File: src/rtl/fis_pkg.sv
package fis_pkg;
   localparam int unsigned NFLAG   = 7;
   localparam int unsigned NSTICKY = 5;
   localparam int unsigned ST_TX_LOW  = 0;
   localparam int unsigned ST_RX_HIGH = 1;
   localparam int unsigned ST_TX_OVF  = 2;
   localparam int unsigned ST_RX_OVF  = 3;
   localparam int unsigned ST_RX_UNF  = 4;
   localparam int unsigned ST_RD_REQ  = 5;
   localparam int unsigned ST_ABORT   = 6;
   localparam int unsigned STICKY_BASE = ST_TX_OVF;
   localparam int unsigned LAST_IDLE_CLR = ST_RX_UNF;
endpackage

File: src/rtl/fis_fifo.sv
module fis_fifo #(
   parameter int unsigned DEPTH = 16,
   parameter int unsigned DW    = 8,
   parameter int unsigned LW    = $clog2(DEPTH + 1)
) (
   input  logic          clk,
   input  logic          rst_n,
   input  logic          flush,
   input  logic          push,
   input  logic [DW-1:0] wdata,
   input  logic          pop,
   output logic [DW-1:0] rdata,
   output logic [LW-1:0] level
);
   localparam int unsigned AW = $clog2(DEPTH);
   localparam logic [AW-1:0] LAST = AW'(DEPTH - 1);

   logic [DW-1:0] mem [DEPTH];
   logic [AW-1:0] wr_ptr, rd_ptr;
   logic          full, empty, push_ok, pop_ok;

   initial begin : elab_chk
      assert (DEPTH >= 2) else $error("fis_fifo: DEPTH must be at least 2");
      assert (LW >= $clog2(DEPTH + 1)) else $error("fis_fifo: LW too narrow");
   end

   assign full    = (level == LW'(DEPTH));
   assign empty   = (level == '0);
   assign push_ok = push && !full;
   assign pop_ok  = pop && !empty;
   assign rdata   = empty ? '0 : mem[rd_ptr];

   always_ff @(posedge clk) begin
      if (push_ok && !flush) mem[wr_ptr] <= wdata;
   end

   always_ff @(posedge clk or negedge rst_n) begin
      if (!rst_n) begin
         wr_ptr <= '0;
         rd_ptr <= '0;
         level  <= '0;
      end else if (flush) begin
         wr_ptr <= '0;
         rd_ptr <= '0;
         level  <= '0;
      end else begin
         if (push_ok) wr_ptr <= (wr_ptr == LAST) ? '0 : wr_ptr + 1'b1;
         if (pop_ok)  rd_ptr <= (rd_ptr == LAST) ? '0 : rd_ptr + 1'b1;
         case ({push_ok, pop_ok})
            2'b10:   level <= level + 1'b1;
            2'b01:   level <= level - 1'b1;
            default: level <= level;
         endcase
      end
   end

   p_level_bound_r1: assert property (@(posedge clk) disable iff (!rst_n)
      level <= LW'(DEPTH));
   p_flush_zero_r5: assert property (@(posedge clk) disable iff (!rst_n)
      flush |=> (level == '0));
   p_full_hold_r6: assert property (@(posedge clk) disable iff (!rst_n)
      (push && full && !pop && !flush) |=> (level == LW'(DEPTH)));
endmodule

File: src/rtl/fis_thresh.sv
module fis_thresh #(
   parameter int unsigned DEPTH = 16,
   parameter int unsigned TW    = 8,
   parameter int unsigned LW    = $clog2(DEPTH + 1),
   parameter bit          ABOVE = 1'b1
) (
   input  logic [TW-1:0] thr,
   input  logic [LW-1:0] level,
   output logic          hit
);
   localparam int unsigned CW = ((TW > LW) ? TW : LW) + 1;
   localparam logic [CW-1:0] CAP = CW'(DEPTH - 1);

   logic [CW-1:0] thr_w, lvl_w, eff;

   initial begin : elab_chk
      assert (DEPTH <= (1 << TW)) else $error("fis_thresh: TW too narrow for DEPTH");
   end

   assign thr_w = CW'(thr);
   assign lvl_w = CW'(level);
   assign eff   = (thr_w > CAP) ? CAP : thr_w;

   generate
      if (ABOVE) begin : g_above
         assign hit = (lvl_w > eff);
      end else begin : g_below
         assign hit = (lvl_w <= eff);
      end
   endgenerate
endmodule

File: src/rtl/fis_flag.sv
module fis_flag #(
   parameter bit IDLE_CLR = 1'b0
) (
   input  logic clk,
   input  logic rst_n,
   input  logic set_i,
   input  logic clr_i,
   input  logic idle_i,
   output logic flag_o
);
   logic drop;

   generate
      if (IDLE_CLR) begin : g_idle
         assign drop = clr_i || idle_i;
      end else begin : g_strobe
         logic unused_idle;
         assign unused_idle = idle_i;
         assign drop = clr_i;
      end
   endgenerate

   always_ff @(posedge clk or negedge rst_n) begin
      if (!rst_n)     flag_o <= 1'b0;
      else if (set_i) flag_o <= 1'b1;
      else if (drop)  flag_o <= 1'b0;
   end

   p_set_wins_r12: assert property (@(posedge clk) disable iff (!rst_n)
      set_i |=> flag_o);
endmodule

File: src/rtl/fifo_irq_status.sv
module fifo_irq_status
   import fis_pkg::*;
#(
   parameter int unsigned DEPTH = 16,
   parameter int unsigned DW    = 8,
   parameter int unsigned TW    = 8,
   parameter int unsigned LW    = $clog2(DEPTH + 1)
) (
   input  logic               clk,
   input  logic               rst_n,
   input  logic               enable,
   input  logic               engine_busy,
   input  logic               cpu_wr,
   input  logic [DW-1:0]      cpu_wdata,
   input  logic               cpu_rd,
   output logic [DW-1:0]      cpu_rdata,
   input  logic               tx_pop,
   output logic [DW-1:0]      tx_dout,
   input  logic               rx_vld,
   input  logic [DW-1:0]      rx_data,
   input  logic               slv_rd_addr,
   input  logic               abort_evt,
   input  logic [TW-1:0]      rx_thr,
   input  logic [TW-1:0]      tx_thr,
   input  logic [NSTICKY-1:0] clr_mask,
   output logic [LW-1:0]      tx_level,
   output logic [LW-1:0]      rx_level,
   output logic [NFLAG-1:0]   raw_status,
   output logic               hold_scl
);
   logic flush, idle, tx_full, rx_full, rx_empty;
   logic tx_low, rx_high;
   logic [NSTICKY-1:0] set_v, flag_v;

   assign flush = !enable;
   assign idle  = !enable && !engine_busy;

   fis_fifo #(.DEPTH(DEPTH), .DW(DW), .LW(LW)) u_txq (
      .clk(clk), .rst_n(rst_n), .flush(flush),
      .push(enable && cpu_wr), .wdata(cpu_wdata),
      .pop(enable && tx_pop), .rdata(tx_dout), .level(tx_level));

   fis_fifo #(.DEPTH(DEPTH), .DW(DW), .LW(LW)) u_rxq (
      .clk(clk), .rst_n(rst_n), .flush(flush),
      .push(enable && rx_vld), .wdata(rx_data),
      .pop(enable && cpu_rd), .rdata(cpu_rdata), .level(rx_level));

   assign tx_full  = (tx_level == LW'(DEPTH));
   assign rx_full  = (rx_level == LW'(DEPTH));
   assign rx_empty = (rx_level == '0);

   fis_thresh #(.DEPTH(DEPTH), .TW(TW), .LW(LW), .ABOVE(1'b0)) u_txthr (
      .thr(tx_thr), .level(tx_level), .hit(tx_low));
   fis_thresh #(.DEPTH(DEPTH), .TW(TW), .LW(LW), .ABOVE(1'b1)) u_rxthr (
      .thr(rx_thr), .level(rx_level), .hit(rx_high));

   assign set_v[ST_TX_OVF - STICKY_BASE] = enable && cpu_wr && tx_full;
   assign set_v[ST_RX_OVF - STICKY_BASE] = enable && rx_vld && rx_full;
   assign set_v[ST_RX_UNF - STICKY_BASE] = enable && cpu_rd && rx_empty;
   assign set_v[ST_RD_REQ - STICKY_BASE] = enable && slv_rd_addr;
   assign set_v[ST_ABORT  - STICKY_BASE] = enable && abort_evt;

   generate
      for (genvar i = 0; i < NSTICKY; i++) begin : g_flag
         fis_flag #(.IDLE_CLR((i + STICKY_BASE) <= LAST_IDLE_CLR)) u_flag (
            .clk(clk), .rst_n(rst_n), .set_i(set_v[i]), .clr_i(clr_mask[i]),
            .idle_i(idle), .flag_o(flag_v[i]));
      end
   endgenerate

   assign raw_status[ST_TX_LOW]  = enable ? tx_low : engine_busy;
   assign raw_status[ST_RX_HIGH] = enable && rx_high;
   assign raw_status[NFLAG-1:STICKY_BASE] = flag_v;
   assign hold_scl = flag_v[ST_RD_REQ - STICKY_BASE];

   p_rx_high_off_r5: assert property (@(posedge clk) disable iff (!rst_n)
      !enable |-> !raw_status[ST_RX_HIGH]);
   p_txovf_set_r6: assert property (@(posedge clk) disable iff (!rst_n)
      (enable && cpu_wr && tx_level == LW'(DEPTH)) |=> raw_status[ST_TX_OVF]);
   p_rxovf_set_r7: assert property (@(posedge clk) disable iff (!rst_n)
      (enable && rx_vld && rx_level == LW'(DEPTH)) |=> raw_status[ST_RX_OVF]);
   p_rxunf_zero_r8: assert property (@(posedge clk) disable iff (!rst_n)
      (rx_level == '0) |-> (cpu_rdata == '0));
   p_idle_clear_r9: assert property (@(posedge clk) disable iff (!rst_n)
      (!enable && !engine_busy) |=> (raw_status[ST_RX_UNF:ST_TX_OVF] == '0));
   p_hold_set_r10: assert property (@(posedge clk) disable iff (!rst_n)
      (enable && slv_rd_addr) |=> hold_scl);
   p_no_event_off_r13: assert property (@(posedge clk) disable iff (!rst_n)
      (!enable && !$past(enable)) |-> (tx_level == '0 && rx_level == '0));
endmodule

File: config.mk
export PLATFORM = sky130hd
export DESIGN_NAME = fifo_irq_status
export DESIGN_NICKNAME = d
export VERILOG_FILES = /design/src/rtl/fis_pkg.sv /design/src/rtl/fis_fifo.sv /design/src/rtl/fis_thresh.sv /design/src/rtl/fis_flag.sv /design/src/rtl/fifo_irq_status.sv
export SDC_FILE = /design/constraint.sdc
export NUM_CORES = 1
export LEC_CHECK = 0
export BUFFER_PORTS_ARGS = -buffer_cell sky130_fd_sc_hd__buf_2
export CAP_MARGIN = 30
export CORE_MARGIN = 3
export CORE_UTILIZATION = 60
export DETAILED_ROUTE_END_ITERATION = 10
export PLACE_DENSITY = 0.79
export SLEW_MARGIN = 20
export SYNTH_ARGS = -nofsm -noshare
export SYNTH_HDL_FRONTEND = slang
export SYNTH_SLANG_ARGS = --single-unit
File: constraint.sdc
create_clock -name clk -period 5.25 [get_ports clk]
set_input_delay 0.2625 -clock clk [delete_from_list [all_inputs] [get_ports clk]]
set_output_delay 0.2625 -clock clk [all_outputs]
set_load 0.01 [all_outputs]
# Word level (Yosys, flattened, before mapping)

Memories as Yosys holds them, arrays and structs flattened.
Cells that the tools add are included.

Divide/modulo/power cells: 0
Mux-type cells: 35
Bitwise gates (word level): 0
Shift-type cells: 0
Add/sub/neg operators: 8
Multiply operators: 0
Order comparisons: 4
Equal/unequal tests: 16
Reductions and logical operators: 33

Operator list:

| kind                | number |
|---|---|
| $mux 4              | 12 |
| $mux 8              | 4 |
| $pmux 5 s2          | 2 |
| $logic_and 1x1->1   | 17 |
| $add 4x1->4 const B | 4 |
| $eq 4x4->1 const B  | 4 |
| $gt 8x4->1 const B  | 2 |
| $mux 1              | 15 |
| $add 5x1->5 const B | 2 |
| $eq 5x5->1 const B  | 2 |
| $logic_not 5->1     | 2 |
| $mux 5              | 2 |
| $reduce_bool 2->1   | 5 |
| $sub 5x1->5 const B | 2 |
| $gt 5x9->1          | 1 |
| $le 5x9->1          | 1 |
| $ne 2x1->1 const B  | 4 |
| $logic_not 1->1     | 6 |
| $ne 3x1->1 const B  | 2 |
| $eq 2x1->1 const B  | 2 |
| $eq 2x2->1 const B  | 2 |
| $logic_or 1x1->1    | 3 |

Latch bits: 0
Logic and storage cells: 109
Memory bits (writable): 256
Bits of input ports: 47
Memories: 2
Register bits: 31
Output and inout port bits: 34
Bits in read-only memories: 0

Memories:

| name      | depth | bits a word | rd ports | clocked after memory_dff | write ports | RTL line       | RTL |
|---|---|---|---|---|---|---|---|
| u_rxq.mem | 16    | 8           | 1        | 0                        | 1           | fis_fifo.sv:18 | `logic [DW-1:0] mem [DEPTH];` |
| u_txq.mem | 16    | 8           | 1        | 0                        | 1           | fis_fifo.sv:18 |  |

# Logic depth before layout (Yosys ltp)

Gate-level depths: netlist of run 1.

Depth in word-level cells: 6
Depth in mapped cells: 11

# Cells and area by module

Synthesis of run 1 repeated with hierarchy kept, for this count alone.

Cells, all modules: 700
Area, all modules: 12197.9 µm²

By module, submodules not included:

| module               | cells an instance | instances | area each (µm²) |
|---|---|---|---|
| fis_fifo             | 316               | 2         | 5801.8 |
| fis_flag             | 3                 | 5         | 36.3 |
| fis_thresh (u_txthr) | 18                | 1         | 142.6 |
| fis_thresh (u_rxthr) | 18                | 1         | 141.4 |
| fifo_irq_status      | 17                | 1         | 128.9 |

# Least setup slack after synthesis of run 1

OpenSTA, ideal clock, no wires.

Kind: flip-flop to flip-flop
From: register u_txq.level[1]
To: register u_txq.level[4]
Arrival time: 2.682 ns
Setup slack: 2.490 ns
Required time: 5.172 ns
Period minus slack after synthesis: 2.760 ns
Stages on the path, launching flop included: 10
Path through: dfrtp_1 nor4_4 a21oi_1 or3_1 fa_1 nand2b_1 o2bb2ai_1 or3_1 a21o_1 a21oi_1

Longest elaborated chain between the ends: 6
Elaborated cells on any way between the ends: 13
Classes of those cells: 2 x add/sub; 4 x eq/ne; 2 x mux; 5 x reduce/logical

RTL lines:

| element                                              | RTL line                       | RTL |
|---|---|---|
| start, declared                                      | fis_fifo.sv:13                 | `output logic [LW-1:0] level` |
| start signal, assigned                               | fis_fifo.sv:50                 | `2'b10: level <= level + 1'b1;` |
| start signal, assigned                               | fis_fifo.sv:51                 | `2'b01: level <= level - 1'b1;` |
| start signal, assigned                               | fis_fifo.sv:52                 | `default: level <= level;` |
| $eq 5x5->1 / $logic_not 5->1 (equally long branches) | fis_fifo.sv:27, fis_fifo.sv:28 |  |
| $logic_not 1->1 (on tied branches)                   | fis_fifo.sv:29, fis_fifo.sv:30 |  |
| $logic_and 1x1->1 (on tied branches)                 | fis_fifo.sv:29, fis_fifo.sv:30 |  |
| $eq 2x1->1 / $eq 2x2->1 (equally long branches)      | fis_fifo.sv:49                 | `case ({push_ok, pop_ok})` |
| $pmux 5 s2                                           | fis_fifo.sv:49                 |  |
| $mux 5                                               | fis_fifo.sv:42                 | `end else if (flush) begin` |

Parallel ways exist; a longest one is shown, timed or not.
A chain may end at the register's enable or synchronous reset.

# Final worst setup path of run 1

Same ends and word-level chain as after synthesis.

==> summary.md, run 1 <==
| Metric | Value |
|---|---|
| Run status | completed |
| HP Class | in2reg |
| Synth Flop Type | edfxtp_1 |
| Synth Warn # | 0 |
| Path depth of the worst reg2reg path | 9 |
| Post-Route WL | between 20 and 25 mm |
| CTS tree | yes |
| Share of Yosys cell area claimed by the top area cell type | between 60% and 70% |
| Die span in y | around 150 um |
| CTS Sinks | approximately 290 |
| Fill count | around 1200 |
| Max FO, Critical Path | 13 |
| DRC Markers | 0 |
| # H-tree levels | 1 |
| Clock Latency Late Sink | between 0.5 and 0.6 ns |
| Tot Pwr | around 6.0 mW |
| First-pass GRT wire length | between 30 and 40 mm |
| Synth Cell Area | 12200 um2 |
| Final Cycle Share | between 60% and 70% |
| Register bit total from synthesis | around 290 |
| Final Cell Area | roughly 14000 um2 |
| Boundary pin count | 81 |
| Placeable Area | 19700 um2 |
| Initial antenna violation count | 0 |
| CP max stage cell | dfrtp_1 |
| Via count | around 6700 |
| Worst EP required | roughly 5.7 ns |
| PortBufs | 80 |
| # nets final | 886 |
| Largest stage delay on the critical path | 0.48 ns |
| F_max | roughly 310 MHz |
| Worst-path cell chain | nor4_4, a21oi_1, or3_1, fa_1, nand2b_1, o2bb2ai_1, or3_1, a21o_1, a21oi_1 |
| Synth area leader | edfxtp_1 |
| Row Count | 51 |
| Count of cells along the worst hold path | 3 |
| Share of cells above drive strength 1 | between 20% and 30% |
| Top cells by area, synth | edfxtp_1 (63%), mux4_2 (12%), dfrtp_1 (6.4%), mux2i_1 (2.8%), ha_1 (2.7%) |
| Die Width | ~150 um |
| Mean post-synth cell area | approximately 17 um2 |
| Commonest cells after routing, fill and taps aside | edfxtp_1 (256), buf_2 (80), mux4_2 (64) |
| RSZ-0062 raised after global routing | no |
| Pwr Density | about 430 nW/um2 |
| WP buf/inv | 0 |
| Wire length per cell | 22.7 um |
| Mapped Cells | 710 |
| Final setup violation count | 0 |
| Via density | 6.14 |
| Worst relative slew slack | 36.1% |
| WP data arrival | 3.66 ns |
| Largest net degree at the start of global routing | 38 |
| Fin util | ~70% |
| Clock skew | about 0.0094 ns |
| Worst Setup Slack, final | approximately 2.0 ns |
| Min cycle time layout | around 3.2 ns |
| CP Depth | 9 |
| Die area | 22100 um2 |
| Share of power burned in combinational logic | 22.5% |
| N_diodes | 0 |
| Max Root-Sink Buffers | 3 |
| Post-DP Area | about 13000 um2 |
| Setup repair bufs after CTS | 0 |
| Area delta synth->final | 14.4% |
| Fraction of registers with async set/reset | between 10% and 20% |
| Max-slew violations | 0 |
| Final hold vios | 0 |
| Crit Path Class | reg2reg |
| P_int | about 4.3 mW |
| Overflow after GRT | 0 |
| Worst Setup Start Kind | register |
| Gp weighted congestion | about 0.87 |
| Most common cell after layout, fill and taps aside | edfxtp_1 |
| Starting Density | between 60% and 70% |
| Worst slew pin tran | about 0.95 ns |
| Setup TNS | 0 ns |
| Seq pwr share | between 40% and 50% |
| Switch share | ~28% |
| Critical Path End Type | register |
| Leakage | approximately 4.8 nW |
| Max_cap viols | 0 |
| Detailed Routing Iterations Pass 1 | 5 |
| Detailed Route Iter0 Violations | ~600 |
| Routed Antenna Nets | 0 |
| Pre-CTS setup slack | ~2.1 ns |
| # hold bufs at CTS | 6 |
| Register area share after synthesis | 69.4% |
| Distinct cells, synth | 48 |
| Post-synth EDFFs | roughly 260 |
| Clock Pin Slew Worst Setup and Hold Paths | roughly 0.070 ns |
| Placed wire-length estimate | around 16 mm |
| GRT Overall Usage | 23.3% |
| Vias in the first global route | roughly 7000 |
| Clock network fraction of total power | approximately a third |
| Peak VDD IR | ~360 uV |
| Switching power | between 1.5 and 2 mW |
| Cts bufs inserted | 28 |
| Cell family contributing the most delay on the critical path | simple AND/OR/NAND/NOR gates |
| CTS resizes | 0 |
| Clk root buf | clkbuf_16 |
path summary, 6_finish.rpt:
kind                                          from                 endpoint  slack (ns)
max                                 u_txq.level[1]           u_txq.level[4]        2.03
min                                    engine_busy  g_flag[1].u_flag.flag_o        0.04
max reg2reg                         u_txq.level[1]           u_txq.level[4]        2.03
min reg2reg                g_flag[2].u_flag.flag_o  g_flag[2].u_flag.flag_o        0.57
max in group asynchronous                    rst_n          u_txq.rd_ptr[0]        4.44
min in group asynchronous                    rst_n  g_flag[1].u_flag.flag_o        0.31
sequential cells by signal (all words and copies together), names as in the netlist, 5 cells and up:
name and flops:
u_rxq.level 5, u_txq.level 5, g_flag.u_flag.flag_o 5, u_rxq.mem 128, u_txq.mem 128
stage by stage:
| step | cells | hold slack, ns |
|---|---|---|
| 6_report | 1097 | 0.0370 |
| 3_3_place_gp | 1033 | 0.338 |
| 4_1_cts | 1095 | 0.0237 |
| 3_5_place_dp | 1038 | 0.353 |
| 2_1_floorplan | 711 | -0.0331 |
| 5_1_grt | 1097 | 0.0470 |
worst min-delay path, delay by kind of cell:
kind	cells	cell delay, ns
and+or+nand+nor	1	0.08
AOI/OAI and AO/OA	1	0.07
buffers and inverters	1	0.12
power by group through the flow:
| stage | Combinational (mW) | Clock [mW] | Sequential, mW |
|---|---|---|---|
| after floorplan | 0.975 | 0 | 2.67 |
| after global placement | 1.30 | 0 | 2.69 |
| after detailed placement | 1.34 | 0 | 2.70 |
| after CTS | 1.36 | 2.02 | 2.65 |
| after global routing | 1.47 | 2.12 | 2.66 |
| final | 1.35 | 1.99 | 2.65 |
cells by family (layout without fill, tap and decap cells):
| kind of cell | Yosys count | in the layout | synth area share (%) |
|---|---|---|---|
| flip-flops | 287 | 287 | 69.4 |
| AND/OR/NAND/NOR | 146 | 146 | 5.91 |
| multiplexers | 98 | 98 | 14.6 |
| AO/OA/AOI/OAI | 81 | 81 | 4.27 |
| buffers and inverters | 58 | 179 | 2.03 |
| adder cells (fa/ha/maj) | 28 | 28 | 2.99 |
| XOR/XNOR | 11 | 11 | 0.790 |
| other | 1 | 2 | 0.0307 |
final cells by class:
class	count	area, um2	share of cell area (%)
repair buffers	108	653	4.68
clock inverters	15	130	0.933
multi-input cells	366	3490	25.0
well taps	265	332	2.38
inverters	20	75.1	0.538
clock buffers	36	802	5.75
flip-flops and latches	287	8470	60.7
synth_stat cells (all sizes together), types with 2 or more instances:
master and instances:
o22ai 16, or2 3, mux4 64, a21oi 21
fa 2, inv 20, nand3 20, dfrtp 31
a21o 7, o211ai 4, clkbuf 23, edfxtp 256
o21ai 13, xnor2 5, a31oi 9, buf 15
o31ai 3, nor3 15, nand3b 2, nor4 2
and3 2, nand2b 9, ha 26, or3 5
xor2 6, nor3b 2, o21a 2, or4 4
mux2i 34, nand2 25, nor2b 4, nor2 50
layer usage:
| layer | up-vias | global-route usage [%] | part of all wire (%) |
|---|---|---|---|
| li1 | 2996 | - | - |
| met1 | 3436 | 31.5 | 39 |
| met2 | 250 | 40.4 | 53 |
| met3 | 52 | 3.35 | 5.8 |
| met4 | 0 | 6.42 | 2.7 |
| met5 | - | 0 | 0 |
Power figures use the tool's default switching activity.
==> run 2, diff against run 1 <==
ABC_AREA = 1   (was default)
CORE_UTILIZATION = 55   (was 60)
PLACE_DENSITY = 0.76   (was 0.79)
clock period = 2.58 ns   (was 5.25 ns; I/O delays follow)
==> summary.md, run 2 <==
| Metric | Value |
|---|---|
| # nets final | ~1400 |
| Clock Pin Slew Worst Setup and Hold Paths | roughly 0.06 ns |
| Share of cells above drive strength 1 | between 10 and 15% |
| Final setup violation count | 0 |
| Initial antenna violation count | 0 |
| # H-tree levels | 1 |
| Leakage | between 5 and 6 nW |
| Hold WS | 0.0183 ns |
| Most numerous cell in the Yosys netlist | nand2_1 |
| DRC Markers | 0 |
| Post-Route WL | 29.2 mm |
| Distinct cells, synth | 42 |
| Fin util | between 60% and 70% |
| Overflow after GRT | 0 |
| Final hold vios | 0 |
| Share of Yosys cell area claimed by the top area cell type | between 60% and 70% |
| Placed wire-length estimate | approximately 18 mm |
| Mapped Cells | around 1200 |
| WP buf/inv | 2 |
| Die span in y | around 160 um |
| Largest stage delay on the critical path | 0.71 ns |
| CTS Sinks | 287 |
| Area delta synth->final | 14.9% |
| Top cells by area, synth | edfxtp_1 (60%), nand2_1 (8.7%), dfrtp_1 (6.1%), nor2_1 (5.3%), o21ai_0 (3.1%) |
| Gp weighted congestion | approximately 0.89 |
| Reg2reg setup slack | 0.24 ns |
| WP data arrival | around 2.3 ns |
| CP max stage cell | dfrtp_1 |
| Largest net degree at the start of global routing | between 70 and 80 |
| Synth Warn # | 0 |
| Worst Setup Start Kind | register |
| Share of power burned in combinational logic | 27.0% |
| Pre-CTS setup slack | about 0.3 ns |
| Top post-synthesis cells by count | nand2_1 (296), edfxtp_1 (256), nor2_1 (180), o21ai_0 (79), a21oi_1 (62) |
| Peak VDD IR | approximately 730 uV |
| Cts bufs inserted | 28 |
| Synth area leader | edfxtp_1 |
| Mean post-synth cell area | 10.8 um2 |
| Via count | between 9000 and 10000 |
| Clock Latency Late Sink | 0.54 ns |
| GRT Overall Usage | 23.3% |
| Boundary pin count | 81 |
| Most common cell after layout, fill and taps aside | nand2_1 |
| Setup repair bufs after CTS | 0 |
| Run status | completed |
| Wire length per cell | between 15 and 20 um |
| Via density | ~5.7 |
| Critical Path End Type | primary output |
| Worst slew pin tran | 0.859 ns |
| Clock skew | approximately 0.018 ns |
| Placeable Area | ~23000 um2 |
| Crit Path Class | reg2out |
| Switch share | 32.0% |
| Max Root-Sink Buffers | 3 |
| Register bit total from synthesis | approximately 290 |
| Worst relative slew slack | a little over two fifths |
| F_max | roughly 410 MHz |
| HP Class | in2reg |
| First-pass GRT wire length | 46.0 mm |
| Detailed Route Iter0 Violations | around 820 |
| RSZ-0062 raised after global routing | no |
| Clk root buf | clkbuf_16 |
| PortBufs | 80 |
| Min cycle time layout | between 2 and 2.5 ns |
| Switching power | slightly above 4 mW |
| Vias in the first global route | between 8000 and 9000 |
| Row Count | 55 |
| Starting Density | a little under three fifths |
| Max FO, Critical Path | 13 |
| CTS tree | yes |
| N_diodes | 0 |
| CP most frequent cell | nand2_1 |
| Max_cap viols | 0 |
| Synth Flop Type | edfxtp_1 |
| Worst EP required | around 2.5 ns |
| Largest regs | u_rxq.mem: 128 flops, u_txq.mem: 128 flops |
| Detailed Routing Iterations Pass 1 | 5 |
| Final Cycle Share | 93.9% |
| Commonest cells after routing, fill and taps aside | nand2_1 (296), edfxtp_1 (256), nor2_1 (180) |
| Worst Setup Slack, final | between 0.15 and 0.2 ns |
| Synth Cell Area | roughly 13000 um2 |
| Die Width | 158 um |
| Register area share after synthesis | 66.5% |
| Cell family contributing the most delay on the critical path | flip-flops |
| Seq pwr share | 41.9% |
| Setup TNS | 0 ns |
| Die area | about 25000 um2 |
| Worst-path cell chain | nand2_1, buf_4, a21oi_1, nor2_1, nand2_1, nand2_1, nor2_1, buf_2 |
| Routed Antenna Nets | 0 |
| Fraction of registers with async set/reset | between 10% and 20% |
| Pwr Density | 879 nW/um2 |
| P_int | 8.74 mW |
| Post-synth EDFFs | approximately 260 |
| Clock network fraction of total power | 31.0% |
| Max-slew violations | 0 |
-- run 2: cell types whose count changed in the layout (fill, tap and decap cells not counted), moves of 34 or more --
cell,change
o21ai_0,+67
nor2_1,+130
mux2i_1,-34
a21oi_1,+41
mux4_2,-64
nand2_1,+271
-- run 2: cells by family (layout without fill, tap and decap cells) --
| kind of cell | Yosys count | count (layout) | synth area share, % |
|---|---|---|---|
| AND/OR/NAND/NOR | 552 | 552 | 17.9 |
| flip-flops | 287 | 287 | 66.5 |
| AO/OA/AOI/OAI | 193 | 193 | 8.06 |
| buffers and inverters | 113 | 245 | 4.30 |
| adder cells (fa/ha/maj) | 28 | 28 | 2.87 |
| XOR/XNOR | 6 | 6 | 0.413 |
| other | 1 | 2 | 0.0294 |
-- run 2: per-layer routing --
layer  wire [um]  track usage (%)  part of all wire, %  vias to the layer above
li1            -                -                    -                     4255
met1       12300             33.0                   42                     4349
met2       14100             38.4                   48                      385
met3        2200             3.34                  7.5                       51
met4         655             6.39                  2.2                        0
met5           0                0                    0                        -
-- run 2: final timing paths --
path | from | end | depth (start not counted)
max in group asynchronous | rst_n | u_txq.rd_ptr[0] | 2
max reg2reg | u_rxq.level[2] | u_rxq.level[4] | 14
min in group asynchronous | rst_n | u_txq.level[4] | 2
max | u_txq.rd_ptr[1] | tx_dout[5] | 8
min | cpu_wdata[1] | u_txq.mem[6][1] | 1
min reg2reg | u_rxq.level[3] | u_rxq.level[3] | 2
-- run 2: power by group through the flow --
| stage | registers (mW) | clock network [mW] | logic [mW] |
|---|---|---|---|
| global route | 5.41 | 4.21 | 3.87 |
| global placement | 5.45 | 0 | 3.24 |
| CTS | 5.37 | 4.02 | 3.39 |
| detailed placement | 5.47 | 0 | 3.31 |
| finish | 5.39 | 3.99 | 3.48 |
| floorplan | 5.45 | 0 | 2.35 |
-- run 2: what timing repair did --
action / in CTS / in global routing
cloned: 0 / 1
endpoints found under the setup margin: 1 / 8
hold buffers: 20 / 0
resized for setup: 1 / 5
hold endpoints to repair: 111 / 0
-- run 2: final cells by class --
type	instances	area, um2
fill	1669	8080
inverter	61	248
clock buffer	39	813
sequential	287	8470
multi-input combinational	781	3730
timing repair buffer	136	926
tap	285	357
clock inverter	9	91.3
-- run 2: metrics by stage --
stage / instances / total power, mW / area [um2]
6_report: 1598 / 12.9 / 14600
5_1_grt: 1598 / 13.5 / 14600
4_1_cts: 1597 / 12.8 / 14600
3_5_place_dp: 1529 / 8.78 / 13500
3_3_place_gp: 1529 / 8.69 / 13500
2_1_floorplan: 1181 / 7.80 / 12700
-- run 2: worst register-to-register path, cell delays in order (launching register included) --
cell and delay, ns:
dfrtp_1 0.44, nor2_1 0.18, nand3_1 0.16, nand2_2 0.13
inv_2 0.09, nor2_1 0.27, ha_1 0.33, a21oi_1 0.22
nand3_1 0.10, nand2_1 0.09, inv_1 0.04, nand2_1 0.05
nand2_1 0.04, nand2_1 0.06, nand2_1 0.05
==> run 3, diff against run 2 <==
ABC_AREA = default   (was 1)
CORE_UTILIZATION = 54   (was 55)
PLACE_DENSITY = default   (was 0.76)
PLACE_DENSITY_LB_ADDON = 0.2   (was default)
==> summary.md, run 3 (synthesis gave the netlist of run 1 again) <==
| Metric | Value |
|---|---|
| Peak VDD IR | approximately 700 uV |
| Met3 usage | 2.88% |
| PortBufs | 80 |
| Placed wire-length estimate | 16.0 mm |
| Worst EP required | just over 3 ns |
| Overflow after GRT | 0 |
| Share of cells above drive strength 1 | between 20% and 30% |
| Clock skew | between 0.008 and 0.009 ns |
| Die span in y | around 160 um |
| Cell family contributing the most delay on the critical path | simple AND/OR/NAND/NOR gates |
| Hold WS | 0.0734 ns |
| HP Class | in2reg |
| Die Width | between 150 and 200 um |
| Run status | completed |
| First-pass GRT wire length | 40.1 mm |
| F_max | 395 MHz |
| Crit Path Class | reg2reg |
| Clock Pin Slew Worst Setup and Hold Paths | approximately 0.060 ns |
| Via count | about 6900 |
| Layout Cells excl Fill | ~1200 |
| Fill count | between 1500 and 2000 |
| Pwr Density | roughly 900 nW/um2 |
| Vias in the first global route | slightly above 7000 |
| Worst slew pin tran | around 0.95 ns |
| GR met2 Demand/Resource | 38.0% |
| Max FO, Critical Path | 4 |
| Max Root-Sink Buffers | 3 |
| Area delta synth->final | 19.8% |
| Detailed Routing Iterations Pass 1 | 7 |
| Clk root buf | clkbuf_16 |
| Via density | 5.88 |
| WP buf/inv | 0 |
| Die area | around 24000 um2 |
| Commonest cells after routing, fill and taps aside | edfxtp_1 (256), buf_2 (80), mux4_2 (64) |
| Initial antenna violation count | 0 |
| Largest regs | u_rxq.mem: 128 flops, u_txq.mem: 128 flops |
| CTS Sinks | roughly 290 |
| Wire length per cell | about 22 um |
| Worst-path cell chain | nor4_4, a21oi_2, or3_4, fa_2, nand2b_4, o2bb2ai_2, or3_1, a21o_1, a21oi_2 |
| Met1 Track Usage GR | approximately 27% |
| Most common cell after layout, fill and taps aside | edfxtp_1 |
| Row Count | 54 |
| Gp weighted congestion | ~0.85 |
| CP max stage cell | dfrtp_1 |
| N_diodes | 0 |
| Starting Density | a little under three fifths |
| DRC Markers | 0 |
| Worst relative slew slack | 36.7% |
| Reg2reg setup slack | approximately 0.048 ns |
| Final Cycle Share | a little over nine tenths |
| Setup TNS | 0 ns |
| Min cycle time layout | around 2.5 ns |
| Largest stage delay on the critical path | slightly above 0.4 ns |
| GR peak layer | met2 |
| # H-tree levels | 1 |
| Routed Antenna Nets | 0 |
| Leakage | ~5.1 nW |
| RSZ-0062 raised after global routing | yes |
| Max-slew violations | 0 |
| Largest net degree at the start of global routing | 38 |
| Inst Count DP | 1086 |
| Clock Latency Late Sink | between 0.5 and 0.6 ns |
| # nets final | 946 |
| CP most frequent cell | a21oi_2 |
| Critical Path End Type | register |
| Max_cap viols | 0 |
| Final hold vios | 0 |
| CTS tree | yes |
| Final setup violation count | 0 |
| Cts bufs inserted | 30 |
| Detailed Route Iter0 Violations | roughly 430 |
| Placeable Area | roughly 22000 um2 |
| Worst Setup Start Kind | register |
| WP data arrival | ~3.0 ns |
| Boundary pin count | 81 |
| GRT Overall Usage | a little over a fifth |
| Post-Route WL | approximately 25 mm |
run 3: cell count changes in the layout (fill, tap and decap cells not counted), sizes merged, moves of 14 or more:
cell and delta:
nor2 -134, o21ai -91, mux2i +34, a21oi -42
buf +19, nand3 -33, nand2 -279, nor3 +14
mux4 +64, inv -30
run 3: timing repair:
action / in CTS / in global routing
buffers inserted: 0 / 1
hold buffers: 30 / 0
endpoints found under the hold margin: 295 / 0
resized for setup: 1 / 5
endpoints found under the setup margin: 1 / 8
cloned: 0 / 2
pin swaps: 0 / 3
run 3: layout make-up:
class                           count  area, um2  share of cell area (%)
Clock buffer                       36        795                    5.43
Clock inverter                     20        196                    1.34
Timing Repair Buffer              166       1200                    8.22
Tap cell                          280        350                    2.40
Inverter                           20       75.1                   0.513
Sequential cell                   287       8470                    57.9
Multi-Input combinational cell    366       3540                    24.2
run 3: stage by stage:
stage,power (mW),utilization (%),worst slack [ns],area (um2)
after CTS,12.8,66.0,0.0125,14500
final,12.8,66.4,0.0485,14600
after detailed placement,8.50,60.1,0.0390,13200
after global routing,13.4,66.4,-0.0579,14600
after global placement,8.40,60.1,0.0802,13200
after floorplan,7.43,-,-0.0198,12200
run 3: path summary, 6_finish.rpt:
check                                start              end  cells after the start
hold / removal                      enable   u_txq.level[2]                      3
hold reg to reg            u_txq.rd_ptr[2]  u_txq.rd_ptr[2]                      2
setup / recovery            u_txq.level[1]   u_txq.level[4]                      9
min in group asynchronous            rst_n   u_rxq.level[3]                      2
setup reg to reg            u_txq.level[1]   u_txq.level[4]                      9
max in group asynchronous            rst_n   u_txq.level[2]                      2
run 3: worst register-to-register path: stages (launching register included):
cell and delay (ns):
dfrtp_1 0.41, nor4_4 0.36, a21oi_2 0.11, or3_4 0.35, fa_2 0.36, nand2b_4 0.15
o2bb2ai_2 0.14, or3_1 0.32, a21o_1 0.17, a21oi_2 0.10
run 3: power by group:
part / switching (mW) / internal (mW) / total [mW]
combinational: 1.71 / 1.54 / 3.25
clock: 1.73 / 2.51 / 4.25
sequential: 0.123 / 5.20 / 5.32
run 3: routing by layer:
metal | share of wire [%] | wire length (um) | vias to the layer above
li1 | - | - | 3129
met1 | 39 | 9980 | 3538
met2 | 54 | 13600 | 200
met3 | 4.7 | 1190 | 43
met4 | 2.3 | 581 | 0
met5 | 0 | 0 | -
